### src/rtl/tcm_cp_pkg.sv
package tcm_cp_pkg;

  localparam int XLEN = 32;

  typedef logic [XLEN-1:0] word_t;

  typedef struct packed {
    logic  en;
    word_t base;
    word_t size;
    word_t end_a;
  } region_t;

  localparam region_t REGION_OFF = '{en: 1'b0, base: '1, size: '0, end_a: '0};

  // Size of a window: one unit shifted by the 5-bit exponent field [5:1],
  // truncated to XLEN bits.
  function automatic word_t win_size(word_t r, int unsigned unit_log2);
    int unsigned sh;
    sh = unit_log2 + int'(r[5:1]);
    if (sh >= XLEN) return '0;
    return word_t'(1) << sh;
  endfunction

  // Base of a window: register with low alignment bits cleared, or zero.
  function automatic word_t win_base(word_t r, bit pin_zero, int unsigned align_log2);
    word_t mask;
    if (pin_zero) return '0;
    mask = '1;
    mask = mask << align_log2;
    return r & mask;
  endfunction

  function automatic region_t win_eval(word_t ctrl, word_t r, int unsigned en_bit,
                                       bit pin_zero, int unsigned unit_log2,
                                       int unsigned align_log2);
    region_t o;
    if (!ctrl[en_bit]) return REGION_OFF;
    o.en    = 1'b1;
    o.base  = win_base(r, pin_zero, align_log2);
    o.size  = win_size(r, unit_log2);
    o.end_a = o.base + o.size;
    return o;
  endfunction

endpackage

### src/rtl/tcm_cp_decode.sv
module tcm_cp_decode
  import tcm_cp_pkg::*;
#(
  parameter int CP_NUM = 15
) (
  input  logic        req_valid,
  input  logic        req_write,
  input  word_t       insn,
  output logic        wr_fire,
  output logic        rd_fire,
  output logic [3:0]  crn,
  output logic [3:0]  crm,
  output logic [2:0]  op2
);

  logic cp_hit;

  always_comb begin
    crn     = insn[19:16];
    crm     = insn[3:0];
    op2     = insn[7:5];
    cp_hit  = (insn[11:8] == 4'(CP_NUM));
    wr_fire = req_valid &  req_write & cp_hit;
    rd_fire = req_valid & ~req_write & cp_hit;
  end

endmodule

### src/rtl/tcm_region_calc.sv
module tcm_region_calc
  import tcm_cp_pkg::*;
#(
  parameter int unsigned EN_BIT     = 16,
  parameter bit          PIN_ZERO   = 1'b0,
  parameter int unsigned UNIT_LOG2  = 9,
  parameter int unsigned ALIGN_LOG2 = 12
) (
  input  logic    clk,
  input  logic    rst_n,
  input  logic    upd,
  input  word_t   ctrl_nx,
  input  word_t   win_nx,
  output region_t win_o
);

  always_ff @(posedge clk) begin
    if (!rst_n)
      win_o <= REGION_OFF;
    else if (upd)
      win_o <= win_eval(ctrl_nx, win_nx, EN_BIT, PIN_ZERO, UNIT_LOG2, ALIGN_LOG2);
  end

endmodule

### src/rtl/tcm_cp_regs.sv
module tcm_cp_regs
  import tcm_cp_pkg::*;
#(
  parameter int          CP_NUM       = 15,
  parameter logic [31:0] CTRL_RST     = 32'h0000_0078,
  parameter logic [31:0] ID_MAIN      = 32'h4105_9461,
  parameter logic [31:0] ID_CACHE     = 32'h0f0d_2112,
  parameter int unsigned DATA_EN_BIT  = 16,
  parameter int unsigned INST_EN_BIT  = 18,
  parameter int unsigned UNIT_LOG2    = 9,
  parameter int unsigned ALIGN_LOG2   = 12
) (
  input  logic        clk,
  input  logic        rst_n,
  input  logic        req_valid,
  input  logic        req_write,
  input  logic [31:0] req_insn,
  input  logic [31:0] req_wdata,
  output logic [31:0] rsp_rdata,
  output logic        data_win_en,
  output logic [31:0] data_win_base,
  output logic [31:0] data_win_size,
  output logic [31:0] data_win_end,
  output logic        inst_win_en,
  output logic [31:0] inst_win_base,
  output logic [31:0] inst_win_size,
  output logic [31:0] inst_win_end
);

  localparam int NWIN = 2;  // index 0 = data window, 1 = instruction window
  localparam int unsigned EN_BITS [NWIN] = '{DATA_EN_BIT, INST_EN_BIT};
  localparam bit          PINNED  [NWIN] = '{1'b0, 1'b1};

  logic       wr_fire, rd_fire;
  logic [3:0] crn, crm;
  logic [2:0] op2;

  tcm_cp_decode #(.CP_NUM(CP_NUM)) u_dec (
    .req_valid (req_valid),
    .req_write (req_write),
    .insn      (req_insn),
    .wr_fire   (wr_fire),
    .rd_fire   (rd_fire),
    .crn       (crn),
    .crm       (crm),
    .op2       (op2)
  );

  // Named select events
  logic            sel_ctrl;
  logic [NWIN-1:0] sel_win;
  logic            ctrl_wr;
  word_t           ctrl_q, ctrl_nx;
  word_t           win_q  [NWIN];
  word_t           win_nx [NWIN];
  logic [NWIN-1:0] win_upd;
  region_t         win_r  [NWIN];

  always_comb begin
    sel_ctrl = (crn == 4'd1);
    for (int k = 0; k < NWIN; k++)
      sel_win[k] = (crn == 4'd9) && (crm == 4'd1) && (op2 == 3'(k));
    ctrl_wr = wr_fire & sel_ctrl;
    ctrl_nx = ctrl_wr ? req_wdata : ctrl_q;
  end

  always_ff @(posedge clk) begin
    if (!rst_n)
      ctrl_q <= CTRL_RST;
    else if (ctrl_wr)
      ctrl_q <= req_wdata;
  end

  for (genvar g = 0; g < NWIN; g++) begin : g_win
    logic own_wr;
    assign own_wr     = wr_fire & sel_win[g];
    assign win_nx[g]  = own_wr ? req_wdata : win_q[g];
    assign win_upd[g] = own_wr | ctrl_wr;

    always_ff @(posedge clk) begin
      if (!rst_n)
        win_q[g] <= '0;
      else if (own_wr)
        win_q[g] <= req_wdata;
    end

    tcm_region_calc #(
      .EN_BIT     (EN_BITS[g]),
      .PIN_ZERO   (PINNED[g]),
      .UNIT_LOG2  (UNIT_LOG2),
      .ALIGN_LOG2 (ALIGN_LOG2)
    ) u_calc (
      .clk     (clk),
      .rst_n   (rst_n),
      .upd     (win_upd[g]),
      .ctrl_nx (ctrl_nx),
      .win_nx  (win_nx[g]),
      .win_o   (win_r[g])
    );
  end

  // Read mux
  always_comb begin
    rsp_rdata = '0;
    if (rd_fire) begin
      unique case (crn)
        4'd0: begin
          if (op2 == 3'd0)      rsp_rdata = ID_MAIN;
          else if (op2 == 3'd1) rsp_rdata = ID_CACHE;
        end
        4'd1: rsp_rdata = ctrl_q;
        4'd9: begin
          for (int k = 0; k < NWIN; k++)
            if (sel_win[k]) rsp_rdata = win_q[k];
        end
        default: rsp_rdata = '0;
      endcase
    end
  end

  assign data_win_en   = win_r[0].en;
  assign data_win_base = win_r[0].base;
  assign data_win_size = win_r[0].size;
  assign data_win_end  = win_r[0].end_a;
  assign inst_win_en   = win_r[1].en;
  assign inst_win_base = win_r[1].base;
  assign inst_win_size = win_r[1].size;
  assign inst_win_end  = win_r[1].end_a;

endmodule

### config.mk
export PLATFORM = sky130hd
export DESIGN_NAME = tcm_cp_regs
export DESIGN_NICKNAME = d
export VERILOG_FILES = /design/src/rtl/tcm_cp_pkg.sv /design/src/rtl/tcm_cp_decode.sv /design/src/rtl/tcm_region_calc.sv /design/src/rtl/tcm_cp_regs.sv
export SDC_FILE = /design/constraint.sdc
export NUM_CORES = 1
export LEC_CHECK = 0
export ABC_CLOCK_PERIOD_IN_PS = 9940
export BUFFER_PORTS_ARGS = -buffer_cell sky130_fd_sc_hd__buf_2
export CAP_MARGIN = 15
export CORE_UTILIZATION = 41
export CTS_CLUSTER_DIAMETER = 80
export CTS_CLUSTER_SIZE = 40
export DETAILED_ROUTE_END_ITERATION = 10
export PLACE_DENSITY = 0.66
export SYNTH_ARGS = -nofsm -noshare
export SYNTH_HDL_FRONTEND = slang
export SYNTH_SLANG_ARGS = --single-unit
### constraint.sdc
create_clock -name clk -period 9.94 [get_ports clk]
set_input_delay 0.994 -clock clk [delete_from_list [all_inputs] [get_ports clk]]
set_output_delay 0.994 -clock clk [all_outputs]
set_load 0.02 [all_outputs]
Word-level counts from Yosys, hierarchy flattened
Memory sizes are Yosys's and may differ from the RTL's.
Index checks and enable logic that the tools add are counted.
- register bits after elaboration: 226
- RAM bits: 64
- memories: 1
- $add $sub $neg: 4
- order comparisons: 2
- equality and inequality tests: 5
- shift operators: 2
- multiplexer cells: 53
- bitwise gates (word level): 12
- reductions and logical operators: 5
- memories (name ; depth ; bits a word ; rd ports ; clocked after Yosys merged registers in ; write ports ; RTL line ; text):
    win_q ; 2 ; 32 ; 2 ; 0 ; 2 ; tcm_cp_regs.sv:54 ; word_t win_q [NWIN];
- operators by type and width (cell ; count):
    32-bit 2-to-1 mux ; 21
    97-bit 2-to-1 mux ; 4
    32-bit one-hot mux with 3 select lines ; 1
    32-bit adder ; 2
    32-bit by 6-bit greater-or-equal comparator with 1-bit output, second input constant ; 2
    1-bit by 32-bit left shift with 32-bit output, first input constant ; 2
    31-bit 2-to-1 mux ; 1
    28-bit 2-to-1 mux ; 1
    1-bit 2-to-1 mux ; 24
    19-bit 2-to-1 mux ; 1
    4-bit by 5-bit adder with 6-bit output, first input constant ; 2
    4-bit by 1-bit == test with 1-bit output, second input constant ; 2
    4-bit == test, second input constant ; 2
    1-bit AND ; 7
    4-bit zero test ; 1
    1-bit OR ; 4
    3-bit by 1-bit == test with 1-bit output, second input constant ; 1
    1-bit logical AND ; 3
    3-bit zero test ; 1
    1-bit NOT ; 1

Depth between registers and ports, before layout
- word-level depth: 17
- depth in mapped cells: 22
- mapped depth without buffers: 19

Modules after synthesis
A second synthesis with hierarchy kept.
- cell total of the unflattened synthesis: 1198
- area total of the unflattened synthesis: 11534.8 um2
- by module, submodules not included (module ; instances ; cells each ; area an instance (um2) ; seq. area each (um2)):
    tcm_cp_regs ; 1 ; 610 ; 5993.2 ; 2562.5
    tcm_region_calc (g_win[0].u_calc) ; 1 ; 409 ; 3744.8 ; 1481.4
    tcm_region_calc (g_win[1].u_calc) ; 1 ; 164 ; 1687.9 ; 680.7
    tcm_cp_decode ; 1 ; 15 ; 108.9 ; 0.0

Worst setup path before layout
OpenSTA, ideal clock, no wires.
- path kind: input-to-reg
- start: in req_insn[1]
- end: reg g_win[0].u_calc.win_o[30] in the netlist's numbering
- arrival time: 5.187 ns
- data required time: 9.822 ns
- path slack: 4.634 ns
- stages: 19
- path buffers: 2
- cells stage by stage: or4b_4 -> or4_4 -> buf_6 -> nor2_4 -> buf_6 -> nor3_1 -> a21oi_1 -> nor2_1 -> ha_1 -> fa_1 -> maj3_1 -> o31ai_1 -> o221a_2 -> o21ai_2 -> a2111oi_2 -> o31ai_1 -> a21oi_1 -> xor2_1 -> o21ai_1
- longest elaborated chain between the ends: 17
- elaborated cells on any way between the ends: 19
- ends and longest elaborated chain (item ; RTL line ; text):
    from (decl) ; tcm_cp_regs.sv:17 ; input logic [31:0] req_insn,
    4-bit by 1-bit == test with 1-bit output (*) ; tcm_cp_regs.sv:62 ; sel_win[k] = (crn == 4'd9) && (crm == 4'd1) && (op2 == 3'(k));
    1-bit logical AND (*) (2 in series) ; tcm_cp_regs.sv:62 ;
    1-bit AND (*) ; tcm_cp_regs.sv:76 ; assign own_wr = wr_fire & sel_win[g];
    32-bit 2-to-1 mux ; tcm_cp_regs.sv:77 ; assign win_nx[g] = own_wr ? req_wdata : win_q[g];
    4-bit by 5-bit adder with 6-bit output ; tcm_cp_pkg.sv:20 ; sh = unit_log2 + int'(r[5:1]);
    32-bit by 6-bit greater-or-equal comparator with 1-bit output ; tcm_cp_pkg.sv:21 ; if (sh >= XLEN) return '0;
    1-bit 2-to-1 mux ; tcm_cp_pkg.sv:21 ;
    1-bit 2-to-1 mux ; tcm_cp_pkg.sv:39 ; o.en = 1'b1;
    1-bit 2-to-1 mux ; tcm_region_calc.sv:20 ; else if (upd)
    1-bit 2-to-1 mux ; tcm_region_calc.sv:18 ; if (!rst_n)
    32-bit 2-to-1 mux ; tcm_cp_pkg.sv:22 ; return word_t'(1) << sh;
    32-bit 2-to-1 mux ; tcm_cp_pkg.sv:39 ;
    32-bit 2-to-1 mux ; tcm_region_calc.sv:20 ;
    32-bit 2-to-1 mux ; tcm_region_calc.sv:18 ;
    32-bit adder ; tcm_cp_pkg.sv:42 ; o.end_a = o.base + o.size;
    97-bit 2-to-1 mux ; tcm_cp_pkg.sv:39 ;
    to (signal assigned) ; tcm_region_calc.sv:21 ; win_o <= win_eval(ctrl_nx, win_nx, EN_BIT, PIN_ZERO, UNIT_LOG2, ALIGN_LOG2);
    to (decl) ; tcm_region_calc.sv:14 ; output region_t win_o
Every way passes the cells marked *; elsewhere a longest branch is shown, timed or not. The select of a mux whose other input is x is not followed.
A chain may end at the register's enable or synchronous reset.

Worst setup path after layout
- start: in req_insn[5]
- end: reg g_win[0].u_calc.win_o[30] in the netlist's numbering
- longest elaborated chain between the ends: 16
- elaborated cells on any way between the ends: 18
- ends and longest elaborated chain (item ; RTL line):
    3-bit zero test (*) ; tcm_cp_regs.sv:62
    1-bit logical AND (*) ; tcm_cp_regs.sv:62
    1-bit AND (*) ; tcm_cp_regs.sv:76
    32-bit 2-to-1 mux ; tcm_cp_regs.sv:77
    4-bit by 5-bit adder with 6-bit output ; tcm_cp_pkg.sv:20
    32-bit by 6-bit greater-or-equal comparator with 1-bit output ; tcm_cp_pkg.sv:21
    1-bit 2-to-1 mux ; tcm_cp_pkg.sv:21
    1-bit 2-to-1 mux ; tcm_cp_pkg.sv:39
    1-bit 2-to-1 mux ; tcm_region_calc.sv:20
    1-bit 2-to-1 mux ; tcm_region_calc.sv:18
    32-bit 2-to-1 mux ; tcm_cp_pkg.sv:22
    32-bit 2-to-1 mux ; tcm_cp_pkg.sv:39
    32-bit 2-to-1 mux ; tcm_region_calc.sv:20
    32-bit 2-to-1 mux ; tcm_region_calc.sv:18
    32-bit adder ; tcm_cp_pkg.sv:42
    97-bit 2-to-1 mux ; tcm_cp_pkg.sv:39
Marked as above.

==> flow_results.org <==
** Die
- For this design the top-level I/O count stands at 294.
- Core Box Area :: 26,200 um^2
- # rows :: 59
- The die is 166 um tall.
- From left edge to right edge, the die measures 166 um.
- Total die area :: 27,500 um^2
- The initial utilization of the core area, before any placement, comes to 41.9%.

** CTS
- H-tree levels :: 1
- Number of buffers created by CTS :: 13
- After clock tree synthesis, the clock-pin slew on the worst setup and hold paths is 90 ps.
- Clock latency on the worst-skew pair :: 480 ps
- Clock tree synthesis selected as its root buffer the cell sky130_fd_sc_hd__clkbuf_16.
- TritonCTS built the clock tree.
- Number of buffers inserted for hold repair after clock tree synthesis :: 0
- Post-CTS Setup Bufs :: 0
- The clock passes through at most 3 buffers.
- Post-CTS resize count :: 0
- Clock tree synthesis found a total of 204 sinks.

** Layout
- Cells with a size suffix above 1 make up 25.9% of the layout.
- For this run, the share of the core covered by cells in the final layout is 47.0%.
- Non-filler cells, final :: 1,764
- Net count, final :: 1,504
- Relative to the synthesized area, the layout overhead comes to 12.0%.

** Placed design
- The HPWL after detailed placement is 22.5 mm.
- Input and output buffers added on the ports amount to 276.
- At the end of routability-driven placement, the weighted congestion stood at 0.883.
- Placed Cells :: 1,741

** STA
- The number of hold violations in the final report came to 0.
- Final worst-path cycle share :: 65.7%
- Total of endpoints with negative setup slack in the final report :: 0
- Period minus WS final :: 6530 ps
- Max-slew violation total from the final report :: 0
- Fmax :: 0.153 GHz
- Unrepaired setup endpoints after global routing :: false
- Setup TNS :: 0 ps
- Worst Tran Pin Value :: 1070 ps
- In this run the tightest slew margin relative to its limit is 28.3%.
- Worst clock skew :: 14.7 ps

** Synth
- Compound-cell area share of the yosys netlist :: 15.5%
- Post-Synth XOR/XNOR Area :: 1.91%
- Of the total synthesized cell area, the portion taken by AND, OR, NAND and NOR gates is 23.4%.
- Synthesis handed over a netlist of 1,286 instances.
- Area share of the largest cell type after synthesis :: 25.5%
- Of the total synthesized cell area, the portion taken by full adders, half adders and majority gates is 2.05%.
- Main combinational cell family by area after synthesis :: simple AND/OR/NAND/NOR gates
- Top flip-flop cell by instance count after synthesis :: sky130_fd_sc_hd__dfxtp_1
- The average instance in the mapped netlist occupies 8.55 um^2.
- Synthesis produced a netlist with a net count of 1,369.
- Summed over all instances, the cell type with the most area after synthesis is sky130_fd_sc_hd__dfxtp_1.
- Synthesis inferred 204 register bits.
- Async set-reset flop share out of synthesis :: 0%
- The mapped netlist covers 11,000 um^2.
- Number of distinct standard cells referenced by the synthesized netlist :: 79
- Sequential area share after synthesis :: 43.0%
- Yosys printed 0 warnings.
- By area the synthesized netlist is led by sky130_fd_sc_hd__dfxtp_1 25%, sky130_fd_sc_hd__edfxtp_1 17%, sky130_fd_sc_hd__nand2_1 6.0%.
- Share of cell area taken by muxes after synthesis :: 3.95%
- Counting flops with a built-in enable in the synthesized netlist gives 64.
- Cell types with the highest counts after synthesis :: 175 x sky130_fd_sc_hd__nand2_1, 175 x sky130_fd_sc_hd__nor2_1, 140 x sky130_fd_sc_hd__dfxtp_1

** GRT
- Summed over all layers, the global routing overflow is 0.
- The first global-routing pass estimated 50.4 mm of wire.
- Global routing consumed, over all layers together, 22.9% of the routing resources.
- The number of global-route vias before repair was 8,748.
- Entering global routing, the biggest net connects 70 pins.
- Initial antenna violation count :: 2

** Critical path
- For the worst setup path, the data required time is 10,310 ps.
- The signal on the critical path passes through buf_2 -> buf_4 -> inv_1 -> nand3_1 -> nor2_4 -> nor4b_1 -> a31oi_1 -> nor2_1 -> fa_1 -> maj3_1 -> o31ai_1 -> o221a_2 -> o21ai_2 -> a2111oi_2 -> o31ai_1 -> a21oi_1 -> xor2_1 -> o21ai_1.
- Tracing the worst setup path back leads to its startpoint at req_insn[5].
- Longest individual stage delay on the worst path :: 880 ps
- Worst Path Arrival :: 6900 ps
- In this run the critical register-to-register path is launched from win_q[0][3]$_SDFFCE_PN0P_.
- Buf+Inv Stages, Crit Path :: 3
- CP most frequent cell :: sky130_fd_sc_hd__o31ai_1
- The worst setup path is launched from a primary input.
- Worst Path Max Fanout :: 49
- In this design, the largest share of critical-path delay is due to compound AO/OA/AOI/OAI gates.
- STA classifies the critical path endpoint as a flip-flop.
- Worst path slowest cell :: sky130_fd_sc_hd__nor2_4
- The critical path is of the in -> reg type.

** Drt
- Using the TritonRoute via totals, the vias-per-cell ratio works out to 5.47.
- Wire length after detailed routing :: 32.6 mm
- Post-DRT Antenna Nets :: 0
- DRC violation count after routing :: 46
- Detailed-routing iteration count for the pre-antenna-repair pass :: 9
- The routed layout has 9,647 vias.
- In the final routed layout, each cell accounts on average for 18.5 um.
- The detailed router finished its first iteration with 778 violations.

** Pwr
- Leakage power of the design :: 5.22 nW
- Power density cells :: 130 nW/um^2
- Peak ir drop on the vdd network :: 0.102 mV

** Hold path
- The path class of the tightest hold or removal check is reg -> reg.
- The worst hold path begins at g_win[0].u_calc.win_o[27]$_SDFFE_PN0P_.

** Run status
- The flow ran to the end, but the final reports show violations.
- The final reports fail on DRC.

** Job
- # Max-Cap Violations :: 0
[flip-flops by register name (all words and copies together), names as in the netlist]
signal and cells:
g_win.u_calc.win_o 108, ctrl_q 32, win_q 64
[layer usage]
metal / global-route usage (%) / routed length (um) / vias up
met1: 32.2 / 14400 / 4510
met3: 2.98 / 2510 / 47
li1: - / - / 4655
met4: 6.26 / 775 / 0
met2: 37.1 / 15000 / 435
met5: 0 / 0 / -
[through the flow]
step	hold WS [ps]	area [um^2]	setup WS [ps]	power [mW]
floorplan	436	11000	4630	0.976
global placement	433	11900	3100	1.02
detailed placement	440	11900	3030	1.02
CTS	456	12300	3530	1.61
global route	480	12300	3060	1.66
finish	450	12300	3410	1.61
[layout by cell type, fill, tap and decap left out, drive strengths merged, types with 9 or more instances in the layout]
master,Yosys,final
a21oi,110,110
a221oi,10,10
a22oi,27,27
a31oi,9,9
and2,53,53
and3,42,42
buf,99,292
clkbuf,71,14
dfxtp,140,140
edfxtp,64,64
ha,14,14
inv,16,21
mux2,19,19
mux2i,22,22
nand2,178,178
nand2b,13,13
nand3,13,13
nor2,177,177
nor2b,11,11
nor3,23,23
o21ai,41,41
o22ai,15,15
xnor2,15,15
xor2,9,9
[worst register-to-register path, cell delays in order (launching register included)]
cell and delay, ps:
sky130_fd_sc_hd__edfxtp_1 580, sky130_fd_sc_hd__nor4b_1 220, sky130_fd_sc_hd__a31oi_1 690, sky130_fd_sc_hd__nor2_1 200
sky130_fd_sc_hd__fa_1 510, sky130_fd_sc_hd__maj3_1 370, sky130_fd_sc_hd__o31ai_1 340, sky130_fd_sc_hd__o221a_2 330
sky130_fd_sc_hd__o21ai_2 100, sky130_fd_sc_hd__a2111oi_2 490, sky130_fd_sc_hd__o31ai_1 160, sky130_fd_sc_hd__a21oi_1 200
sky130_fd_sc_hd__xor2_1 200, sky130_fd_sc_hd__o21ai_1 90
[kinds of logic after synthesis]
group / count (synthesis)
AOI/OAI and AO/OA: 264
adders and majority gates: 18
DFF: 204
muxes: 41
xor gates and xnor gates: 24
buffers and inverters: 188
and+or+nand+nor: 547
[cell type report]
class	instances	area, um^2
Antenna cell	2	5.00
Clock buffer	14	339
Clock inverter	7	100
Fill cell	2561	13900
Inverter	16	60.1
Multi-Input combinational cell	894	5170
Sequential cell	204	4720
Tap cell	335	419
Timing Repair Buffer	292	1500
[worst paths after layout]
check                                           endpoint  slack (ps)  depth (start not counted)
setup / recovery  g_win[0].u_calc.win_o[30]$_SDFFE_PN0P_        3410                         18
hold / removal    g_win[0].u_calc.win_o[27]$_SDFFE_PN0P_         450                          2
setup reg to reg  g_win[0].u_calc.win_o[30]$_SDFFE_PN0P_        5340                         13
hold reg to reg   g_win[0].u_calc.win_o[27]$_SDFFE_PN0P_         450                          2
[report_power, final]
group	switching, mW	internal (mW)	leakage (nW)
logic	0.0834	0.0416	3.27
registers	0.00931	0.870	1.74
clock network	0.313	0.289	0.215
total	0.406	1.20	5.22
No activity file was read; power rests on OpenSTA's default activity.
